### src/rtl/tlb_pkg.sv
`timescale 1ns/1ps
package tlb_pkg;
  localparam int VPN_W   = 19;
  localparam int VPN_LSB = 13;
  localparam int ASID_W  = 8;
  localparam logic [31:0] EHI_KEEP = 32'hFFFF_E0FF;
  localparam logic [31:0] MISS_BIT = 32'h8000_0000;

  typedef enum logic [1:0] {
    OP_PROBE = 2'd0,
    OP_READ  = 2'd1,
    OP_WRITE = 2'd2,
    OP_NOP   = 2'd3
  } tlb_op_e;

  typedef struct packed {
    logic [VPN_W-1:0]  vpn;
    logic [ASID_W-1:0] asid;
    logic              g;
  } tlb_tag_t;

  function automatic logic [31:0] ehi_pack(logic [VPN_W-1:0] vpn, logic [ASID_W-1:0] asid);
    return {vpn, 5'b0, asid};
  endfunction

  function automatic logic [31:0] ehi_clean(logic [31:0] d);
    return d & EHI_KEEP;
  endfunction

  function automatic logic tag_match(tlb_tag_t e, logic [VPN_W-1:0] vpn, logic [ASID_W-1:0] asid);
    return (e.vpn == vpn) && (e.g || (e.asid == asid));
  endfunction

  function automatic logic [31:0] idx_sw_merge(logic [31:0] old, logic [31:0] data, logic [31:0] mask);
    return (old & MISS_BIT) | (data & mask);
  endfunction
endpackage

### src/rtl/tlb_entry_array.sv
`timescale 1ns/1ps
module tlb_entry_array
  import tlb_pkg::*;
#(
  parameter int N_ENTRIES = 16,
  parameter int ATTR_W    = 6,
  localparam int IW = $clog2(N_ENTRIES)
) (
  input  logic                clk,
  input  logic                rst_n,
  input  logic                wr_en,
  input  logic [IW-1:0]       wr_sel,
  input  tlb_tag_t            wr_tag,
  input  logic [ATTR_W-1:0]   wr_attr,
  input  logic [IW-1:0]       rd_sel,
  output tlb_tag_t            rd_tag,
  output logic [ATTR_W-1:0]   rd_attr,
  input  logic [VPN_W-1:0]    look_vpn,
  input  logic [ASID_W-1:0]   look_asid,
  output logic [N_ENTRIES-1:0] match_vec
);
  tlb_tag_t          tag_q  [N_ENTRIES];
  logic [ATTR_W-1:0] attr_q [N_ENTRIES];

  always_ff @(posedge clk or negedge rst_n) begin
    if (!rst_n) begin
      for (int e = 0; e < N_ENTRIES; e++) begin
        tag_q[e]  <= '0;
        attr_q[e] <= '0;
      end
    end else if (wr_en) begin
      tag_q[wr_sel]  <= wr_tag;
      attr_q[wr_sel] <= wr_attr;
    end
  end

  assign rd_tag  = tag_q[rd_sel];
  assign rd_attr = attr_q[rd_sel];

  for (genvar e = 0; e < N_ENTRIES; e++) begin : g_cmp
    assign match_vec[e] = tag_match(tag_q[e], look_vpn, look_asid);
  end
endmodule

### src/rtl/tlb_first_hit.sv
`timescale 1ns/1ps
module tlb_first_hit #(
  parameter int N_ENTRIES = 16,
  localparam int IW = $clog2(N_ENTRIES)
) (
  input  logic [N_ENTRIES-1:0] match_vec,
  output logic                 hit,
  output logic [IW-1:0]        hit_pos
);
  always_comb begin
    hit     = |match_vec;
    hit_pos = '0;
    for (int i = N_ENTRIES - 1; i >= 0; i--) begin
      if (match_vec[i]) hit_pos = IW'(i);
    end
  end
endmodule

### src/rtl/tlb_ctrl.sv
`timescale 1ns/1ps
module tlb_ctrl
  import tlb_pkg::*;
#(
  parameter int N_ENTRIES = 16,
  parameter int ATTR_W    = 6,
  localparam int IW = $clog2(N_ENTRIES)
) (
  input  logic              clk,
  input  logic              rst_n,
  input  logic              op_valid,
  input  logic [1:0]        op_code,
  input  logic              idx_wr_en,
  input  logic [31:0]       idx_wr_data,
  input  logic              ehi_wr_en,
  input  logic [31:0]       ehi_wr_data,
  input  logic              wr_global,
  input  logic [ATTR_W-1:0] wr_attr,
  input  logic              hit,
  input  logic [IW-1:0]     hit_pos,
  input  tlb_tag_t          rd_tag,
  input  logic [ATTR_W-1:0] rd_attr_in,
  output logic              op_ready,
  output logic              op_done,
  output logic [31:0]       index_o,
  output logic [31:0]       entryhi_o,
  output logic [IW-1:0]     random_o,
  output logic              rd_global,
  output logic [ATTR_W-1:0] rd_attr,
  output logic [IW-1:0]     sel_o,
  output tlb_tag_t          op_tag,
  output logic [ATTR_W-1:0] op_attr,
  output logic              ev_accept,
  output logic              ev_probe_exec,
  output logic              ev_read_exec,
  output logic              ev_write_exec
);
  localparam logic [31:0] SEL_MASK = 32'(N_ENTRIES - 1);
  localparam logic [IW-1:0] RND_TOP = IW'(N_ENTRIES - 1);

  logic    busy_q;
  tlb_op_e op_q;

  assign op_ready      = !busy_q;
  assign ev_accept     = op_valid && !busy_q;
  assign ev_probe_exec = busy_q && (op_q == OP_PROBE);
  assign ev_read_exec  = busy_q && (op_q == OP_READ);
  assign ev_write_exec = busy_q && (op_q == OP_WRITE);

  always_ff @(posedge clk or negedge rst_n) begin
    if (!rst_n) begin
      busy_q    <= 1'b0;
      op_q      <= OP_NOP;
      sel_o     <= '0;
      op_tag    <= '0;
      op_attr   <= '0;
      op_done   <= 1'b0;
      index_o   <= '0;
      entryhi_o <= '0;
      random_o  <= RND_TOP;
      rd_global <= 1'b0;
      rd_attr   <= '0;
    end else begin
      op_done  <= busy_q;
      random_o <= (random_o == '0) ? RND_TOP : random_o - 1'b1;

      if (ev_accept) begin
        busy_q     <= 1'b1;
        op_q       <= tlb_op_e'(op_code);
        sel_o      <= index_o[IW-1:0];
        op_tag.vpn <= entryhi_o[31:VPN_LSB];
        op_tag.asid <= entryhi_o[ASID_W-1:0];
        op_tag.g   <= wr_global;
        op_attr    <= wr_attr;
      end else begin
        busy_q <= 1'b0;
      end

      if (ev_probe_exec) begin
        index_o <= hit ? 32'(hit_pos) : (index_o | MISS_BIT);
      end else if (idx_wr_en) begin
        index_o <= idx_sw_merge(index_o, idx_wr_data, SEL_MASK);
      end

      if (ev_read_exec) begin
        entryhi_o <= ehi_pack(rd_tag.vpn, rd_tag.asid);
        rd_global <= rd_tag.g;
        rd_attr   <= rd_attr_in;
      end else if (ehi_wr_en) begin
        entryhi_o <= ehi_clean(ehi_wr_data);
      end
    end
  end
endmodule

### src/rtl/tlb_probe_unit.sv
`timescale 1ns/1ps
module tlb_probe_unit
  import tlb_pkg::*;
#(
  parameter int N_ENTRIES = 16,
  parameter int ATTR_W    = 6,
  localparam int IW = $clog2(N_ENTRIES)
) (
  input  logic              clk,
  input  logic              rst_n,
  input  logic              op_valid,
  input  logic [1:0]        op_code,
  output logic              op_ready,
  output logic              op_done,
  input  logic              idx_wr_en,
  input  logic [31:0]       idx_wr_data,
  input  logic              ehi_wr_en,
  input  logic [31:0]       ehi_wr_data,
  input  logic              wr_global,
  input  logic [ATTR_W-1:0] wr_attr,
  output logic [31:0]       index_o,
  output logic [31:0]       entryhi_o,
  output logic [IW-1:0]     random_o,
  output logic              rd_global,
  output logic [ATTR_W-1:0] rd_attr
);
  tlb_tag_t              rd_tag;
  tlb_tag_t              op_tag;
  logic [ATTR_W-1:0]     arr_rd_attr;
  logic [ATTR_W-1:0]     op_attr;
  logic [IW-1:0]         sel;
  logic [N_ENTRIES-1:0]  match_vec;
  logic                  hit;
  logic [IW-1:0]         hit_pos;

  logic ev_accept, ev_probe_exec, ev_read_exec, ev_write_exec;
  logic ev_probe_hit, ev_probe_miss;

  assign ev_probe_hit  = ev_probe_exec && hit;
  assign ev_probe_miss = ev_probe_exec && !hit;

  tlb_entry_array #(.N_ENTRIES(N_ENTRIES), .ATTR_W(ATTR_W)) u_array (
    .clk       (clk),
    .rst_n     (rst_n),
    .wr_en     (ev_write_exec),
    .wr_sel    (sel),
    .wr_tag    (op_tag),
    .wr_attr   (op_attr),
    .rd_sel    (sel),
    .rd_tag    (rd_tag),
    .rd_attr   (arr_rd_attr),
    .look_vpn  (op_tag.vpn),
    .look_asid (op_tag.asid),
    .match_vec (match_vec)
  );

  tlb_first_hit #(.N_ENTRIES(N_ENTRIES)) u_first (
    .match_vec (match_vec),
    .hit       (hit),
    .hit_pos   (hit_pos)
  );

  tlb_ctrl #(.N_ENTRIES(N_ENTRIES), .ATTR_W(ATTR_W)) u_ctrl (
    .clk           (clk),
    .rst_n         (rst_n),
    .op_valid      (op_valid),
    .op_code       (op_code),
    .idx_wr_en     (idx_wr_en),
    .idx_wr_data   (idx_wr_data),
    .ehi_wr_en     (ehi_wr_en),
    .ehi_wr_data   (ehi_wr_data),
    .wr_global     (wr_global),
    .wr_attr       (wr_attr),
    .hit           (hit),
    .hit_pos       (hit_pos),
    .rd_tag        (rd_tag),
    .rd_attr_in    (arr_rd_attr),
    .op_ready      (op_ready),
    .op_done       (op_done),
    .index_o       (index_o),
    .entryhi_o     (entryhi_o),
    .random_o      (random_o),
    .rd_global     (rd_global),
    .rd_attr       (rd_attr),
    .sel_o         (sel),
    .op_tag        (op_tag),
    .op_attr       (op_attr),
    .ev_accept     (ev_accept),
    .ev_probe_exec (ev_probe_exec),
    .ev_read_exec  (ev_read_exec),
    .ev_write_exec (ev_write_exec)
  );
endmodule

### config.mk
export PLATFORM = sky130hd
export DESIGN_NAME = tlb_probe_unit
export DESIGN_NICKNAME = d
export VERILOG_FILES = /design/src/rtl/tlb_pkg.sv /design/src/rtl/tlb_entry_array.sv /design/src/rtl/tlb_first_hit.sv /design/src/rtl/tlb_ctrl.sv /design/src/rtl/tlb_probe_unit.sv
export SDC_FILE = /design/constraint.sdc
export NUM_CORES = 1
export LEC_CHECK = 0
export ABC_CLOCK_PERIOD_IN_PS = 3400
export BUFFER_PORTS_ARGS = -buffer_cell sky130_fd_sc_hd__buf_4
export CORE_MARGIN = 8
export CORE_UTILIZATION = 57
export DETAILED_ROUTE_END_ITERATION = 6
export PLACE_DENSITY = 0.75
export SLEW_MARGIN = 30
export SYNTH_ARGS = -nofsm -noshare
export SYNTH_HDL_FRONTEND = slang
export SYNTH_SLANG_ARGS = --single-unit
### constraint.sdc
create_clock -name clk -period 3.4 [get_ports clk]
set_clock_uncertainty 0.2 [all_clocks]
set_input_delay 0.17 -clock clk [delete_from_list [all_inputs] [get_ports clk]]
set_output_delay 0.17 -clock clk [all_outputs]
set_load 0.02 [all_outputs]
==> impl_metrics.yaml, run 1 <==
status:
  status: "finished, final reports clean"
placement:
  dp_hpwl_um: 61900
  port_buffers: 89
  gp_congestion: 0.892
finish:
  multi_input_area_um2: 16500
  nets: 2598
  syn2layout_area_growth_pct: 13.5
  mostFrequentLayoutCell: "dfrtp_1"
  mostFrequentLayoutCells: "619 x dfrtp_1, 589 x mux2_2, 385 x xor2_1, 170 x mux4_2, 163 x buf_4"
  fillers: 4231
  drive_gt1_share_pct: 43.7
  regArea_um2: 15800
routing:
  drt_iter0_drc: 1909
  drt_wl_total_um: 90800
  via_per_inst: 6.26
  drcViolationCount: 0
  drtPass1Iterations: 5
  via_count: 20900
  final_antenna_net_count: 0
  wire_per_inst_um: 27.2
power:
  combPwrFrac_pct: 36.0
  switching_share_pct: 35.6
  power.clock.fraction_pct: 24.2
  switchingPower_mw: 10.9
  seq_power_share_pct: 39.8
  p_per_area_nw_per_um2: 800
  max-vdd-ir-drop_mv: 0.432
  p_leak_nw: 17.8
  p_int_mw: 19.6
  power_mw: 30.5
cts:
  cts_tree: "built"
  cts_max_level: 3
  root_buffer: "clkbuf_16"
  clkTransAtPathRegs_ns: 0.06
  cts_buffer_depth: 3
  cts_made_buffers: 70
  insertion_delay_ns: 0.62
  cts.sinks: 629
  postCtsSetupRepairBufs: 0
floorplan:
  die_y_um: 259
  start_util_pct: 57.3
  dieArea_um2: 66900
  ios: 155
  rows: 89
  core-area_um2: 58600
  die_width_um: 259
yosys:
  netlist_instances: 2411
  avgSynthCellArea_um2: 13.9
  synth_edf_count: 0
  yosysWarnings: 0
  yosys_register_bits: 629
  synthArstFlopShare_pct: 100
  ys_types: 47
  synth_flop_cell: "dfrtp_1"
  seq_area_frac_synth_pct: 46.9
  netlist_area_um2: 33600
timing:
  period_needed_ns: 3.36
  hold_viol_final: 0
  fin_crit_sh_pct: 98.7
  clock.fmax_mhz: 298
  rsz0062_at_grt: "no"
  tns_ns: 0
  tightest_slew_ns: 0.793
  finalMaxSlewViolations: 0
  setup_violations: 0
  slew_headroom_pct: 46.7
critical_path:
  start_kind: "register"
  slowest_stage: "nor4_1"
  max_stage_delay_ns: 0.64
  end_kind: "register"
  cp_num_buf_inv: 2
  cp_max_fo: 9
  cp_data_arrival_time_ns: 3.65
  cpLargestDelayFamily: "simple AND/OR/NAND/NOR gates"
  critPathRequiredTime_ns: 3.70
  critical_path_class: "reg -> reg"
  path_cells: "xor2_1, nor4_1, a21oi_1, nor3_2, buf_4, nor4_1, a41oi_2, buf_4, o22a_1"
global_route:
  grt_pass1_vias: 21900
  grt_max_degree: 90
  antenna_found_initial: 8
  grt_pass1_wl_um: 139000
  track_usage_pct: 27.3
  grt_overflow: 0
job:
  maxCapViolations: 0
worst_hold_path:
  hp-class: "in -> reg"
final timing paths:
check / depth (start not counted) / start / end / slack (ns)
max: 9 / u_ctrl.op_tag[8]$_DFFE_PN0P_ / u_ctrl.index_o[3]$_DFFE_PN0P_ / 0.04
min in group asynchronous: 3 / rst_n / u_array.attr_q[72]$_DFFE_PN0P_ / 0.52
max in group asynchronous: 4 / rst_n / u_ctrl.rd_attr[3]$_DFFE_PN0P_ / 1.35
min: 3 / ehi_wr_en / u_ctrl.entryhi_o[1]$_DFFE_PN0P_ / 0.005
max reg2reg: 9 / u_ctrl.op_tag[8]$_DFFE_PN0P_ / u_ctrl.index_o[3]$_DFFE_PN0P_ / 0.04
min reg2reg: 1 / u_ctrl.random_o[0]$_DFF_PN1_ / u_ctrl.random_o[0]$_DFF_PN1_ / 0.26
power by group through the flow:
stage          clock network (mW)  logic (mW)  registers (mW)
3_5_place_dp                    0        10.8            12.2
5_1_grt                      7.78        11.6            12.4
4_1_cts                      7.49        10.9            12.1
3_3_place_gp                    0        10.6            12.0
6_report                     7.38        11.0            12.1
2_1_floorplan                   0        7.92            11.4
cell families after synthesis:
family	synth area share [%]
compound gates	1.23
xor+xnor	11.3
fa+ha+maj	0.0373
buf+inv	4.55
flops	46.9
mux	32.0
other cells	0.0112
simple gates	4.01
registers in the layout, summed over array words and instances, names as in the netlist:
signal,cells
u_ctrl.entryhi_o,27
u_ctrl.rd_attr,6
u_ctrl.op_q,2
u_ctrl.op_attr,6
u_ctrl.index_o,5
u_ctrl.busy_q,1
u_ctrl.op_done,1
u_ctrl.op_tag,28
u_ctrl.sel_o,4
u_array.tag_q,448
u_array.attr_q,96
u_ctrl.rd_global,1
u_ctrl.random_o,4
area by class of cell:
| type | count | area share [%] |
|---|---|---|
| Clock buffer | 100 | 5.21 |
| Multi-Input combinational cell | 1553 | 43.4 |
| Antenna cell | 1 | 0.00657 |
| Inverter | 10 | 0.0985 |
| Tap cell | 773 | 2.54 |
| Sequential cell | 629 | 41.4 |
| Timing Repair Buffer | 255 | 6.80 |
| Clock inverter | 22 | 0.594 |
worst min-delay path, delay by kind of cell:
kind	cells	cell delay [ns]
compound gates	1	0.08
mux	1	0.22
buf+inv	1	0.30
repair_timing:
item,4_1_cts,5_1_grt
setup endpoints to repair,0,5
hold buffers,47,0
endpoints found under the hold margin,317,0
resized for setup,0,4
cells in the mapped netlist, types with 4 or more instances:
cell	instances	area, µm²
nor4_1	99	619
mux4_2	170	3830
nand2_1	17	63.8
mux2i_1	27	270
buf_4	38	285
buf_6	37	417
nor2_1	48	180
nor3_1	8	40.0
a21oi_1	42	210
mux2_2	589	6630
nor3_2	13	130
nor2b_1	4	25.0
dfrtp_1	623	15600
xnor2_1	48	420
buf_2	83	415
inv_1	10	37.5
o31ai_1	4	30.0
xor2_1	385	3370
nand3_1	19	95.1
clkbuf_1	84	315
nand4_1	16	100
buf_1	6	22.5
dfstp_2	6	158
per-layer routing:
layer	GRT usage [%]	part of all wire, %	vias up	wire, µm
met5	0	0.075	-	68
met2	43.4	48	704	43800
met3	4.86	6.3	189	5750
li1	-	-	8840	-
met1	37.4	42	11200	38000
met4	10.5	3.5	10	3180
through the flow:
stage                     hold slack (ns)  setup WS (ns)  cells  area (µm²)  utilization, %
after CTS                         0.00237         0.0157   3342       38100            65.0
final                             0.00540         0.0450   3343       38100            65.0
after global placement             0.0441          0.101   3173       35400            60.4
after floorplan                    -0.326          0.874   2442       33700               -
after detailed placement           0.0572         0.0152   3173       35400            60.4
after global routing               0.0549        0.00397   3342       38100            65.0
Note: power is estimated with default switching activity, not from simulation.
==> run 2: changes to the inputs <==
--- a/config.mk
+++ b/config.mk
@@ -11,6 +11,7 @@
 export CORE_UTILIZATION = 57
 export DETAILED_ROUTE_END_ITERATION = 6
 export PLACE_DENSITY = 0.75
+export SETUP_SLACK_MARGIN = 0.4
 export SLEW_MARGIN = 30
 export SYNTH_ARGS = -nofsm -noshare
 export SYNTH_HDL_FRONTEND = slang
==> impl_metrics.yaml, run 2 (synthesis results as in run 1) <==
status:
  status: "finished, final reports clean"
critical_path:
  r2r_slack_ns: 0.31
  end_kind: "register"
  critPathRequiredTime_ns: 3.73
  cp_data_arrival_time_ns: 3.42
  start_kind: "register"
  cp_max_fo: 7
  critical_path_class: "reg -> reg"
  r2r_cells: 13
  r2r_start: "u_ctrl.op_tag[24]$_DFFE_PN0P_"
  reg2reg_to: "u_ctrl.index_o[1]$_DFFE_PN0P_"
floorplan:
  ios: 155
  core-area_um2: 58600
  die_y_um: 259
  rows: 89
  dieArea_um2: 66900
  die_width_um: 259
  start_util_pct: 57.3
power:
  combPwrFrac_pct: 36.8
  p_leak_nw: 18.1
  switchingPower_mw: 11.1
  switching_share_pct: 35.9
  seq_power_share_pct: 39.3
  p_per_area_nw_per_um2: 800
  max-vdd-ir-drop_mv: 0.433
  power.clock.fraction_pct: 23.9
  p_int_mw: 19.8
  power_mw: 30.9
routing:
  drt_iter0_drc: 2099
  via_per_inst: 6.31
  drtPass1Iterations: 5
  drcViolationCount: 0
  via_count: 21200
  drt_wl_total_um: 92000
  final_antenna_net_count: 0
  wire_per_inst_um: 27.4
worst_hold_path:
  hold_depth: 3
  hp-class: "in -> reg"
  hold_end: "u_ctrl.entryhi_o[1]$_DFFE_PN0P_"
  hp-start: "ehi_wr_en"
finish:
  final_core_util_pct: 65.9
  largest_reg_flops: 448
  fillers: 4169
  nets: 2616
  largest_register: "u_array.tag_q"
  design_area_um2: 38600
  drive_gt1_share_pct: 45.8
  reg_top3: "u_array.tag_q x448, u_array.attr_q x96, u_ctrl.op_tag x28"
  mostFrequentLayoutCells: "612 x dfrtp_1, 589 x mux2_2, 383 x xor2_1, 171 x buf_4, 170 x mux4_2"
  syn2layout_area_growth_pct: 15.0
  mostFrequentLayoutCell: "dfrtp_1"
cts:
  cts.sinks: 629
  cts_made_buffers: 70
  root_buffer: "clkbuf_16"
  cts_max_level: 3
  clkTransAtPathRegs_ns: 0.06
  cts_buffer_depth: 3
  insertion_delay_ns: 0.62
  cts_tree: "built"
timing:
  finalMaxSlewViolations: 0
  hold_viol_final: 0
  fin_hold_ws_ns: 0.00620
  clock.fmax_mhz: 324
  setup_violations: 0
  period_needed_ns: 3.09
  tns_ns: 0
  fin_crit_sh_pct: 90.8
  slew_headroom_pct: 50.4
  rsz0062_at_grt: "yes"
  tightest_slew_ns: 0.744
global_route:
  grt_overflow: 0
  met2_usage_pct: 43.4
  use_met1_pct: 37.7
  busiest_layer: "met2"
  grt_max_degree: 90
  grt_pass1_vias: 21900
  track_usage_pct: 27.3
  grt_pass1_wl_um: 140000
  grt_use_met3_pct: 4.62
  antenna_found_initial: 7
placement:
  dp_hpwl_um: 61900
  port_buffers: 89
  gp_congestion: 0.892
  dpl_cell_area_um2: 35400
job:
  maxCapViolations: 0
run 2: layer usage:
metal  wire length [µm]  part of all wire [%]
met5                 35                 0.038
met2              44200                    48
met4               3240                   3.5
met3               6250                   6.8
met1              38300                    42
run 2: area by class of cell:
| type | instances | area [µm²] | area share [%] |
|---|---|---|---|
| diodes | 1 | 2.50 | 0.00648 |
| flip-flops and latches | 629 | 15800 | 40.8 |
| well taps | 773 | 967 | 2.50 |
| multi-input cells | 1553 | 16800 | 43.6 |
| inverters | 10 | 37.5 | 0.0972 |
| clock inverters | 22 | 226 | 0.587 |
| clock buffers | 100 | 1980 | 5.14 |
| repair buffers | 273 | 2790 | 7.23 |
run 2: worst max path at each step:
stage,startpoint,endpoint
after global placement,u_ctrl.op_tag[11]$_DFFE_PN0P_,u_ctrl.index_o[1]$_DFFE_PN0P_
after global routing,u_ctrl.op_tag[24]$_DFFE_PN0P_,u_ctrl.index_o[2]$_DFFE_PN0P_
after CTS,u_ctrl.op_tag[18]$_DFFE_PN0P_,u_ctrl.index_o[1]$_DFFE_PN0P_
final,u_ctrl.op_tag[24]$_DFFE_PN0P_,u_ctrl.index_o[1]$_DFFE_PN0P_
after floorplan,u_ctrl.sel_o[0]$_DFFE_PN0P_,u_ctrl.rd_attr[0]$_DFFE_PN0P_
after detailed placement,u_ctrl.op_tag[11]$_DFFE_PN0P_,u_ctrl.index_o[1]$_DFFE_PN0P_
run 2: repair_timing:
item | CTS | global route
hold buffers | 47 | 0
endpoints found under the setup margin | 5 | 5
pin swaps | 11 | 19
buffers inserted | 3 | 14
hold endpoints to repair | 318 | 0
gates cloned | 0 | 1
gates resized for setup | 36 | 36
run 2: worst max-delay path, cell delays in order (launching register included):
cell and delay, ns:
dfrtp_2 0.42, buf_12 0.16, buf_12 0.15, buf_8 0.13, xor2_4 0.18, nor4_2 0.30
nand4_1 0.29, nor3_4 0.33, buf_6 0.16, nor4_4 0.04, a41oi_2 0.27, buf_4 0.19
nor2_1 0.04, a31oi_1 0.13
run 2: power groups by stage:
stage	Combinational (mW)	Clock [mW]	Sequential, mW
after floorplan	7.92	0	11.4
final	11.4	7.38	12.2
after global placement	10.6	0	12.0
after global routing	12.0	7.78	12.4
after detailed placement	10.8	0	12.2
after CTS	11.1	7.49	12.1
run 2: stage by stage:
stage,std cells,setup WS [ns]
after floorplan,2442,0.874
after global placement,3173,0.101
after detailed placement,3173,0.0152
after CTS,3345,0.365
after global routing,3360,0.230
final,3361,0.312
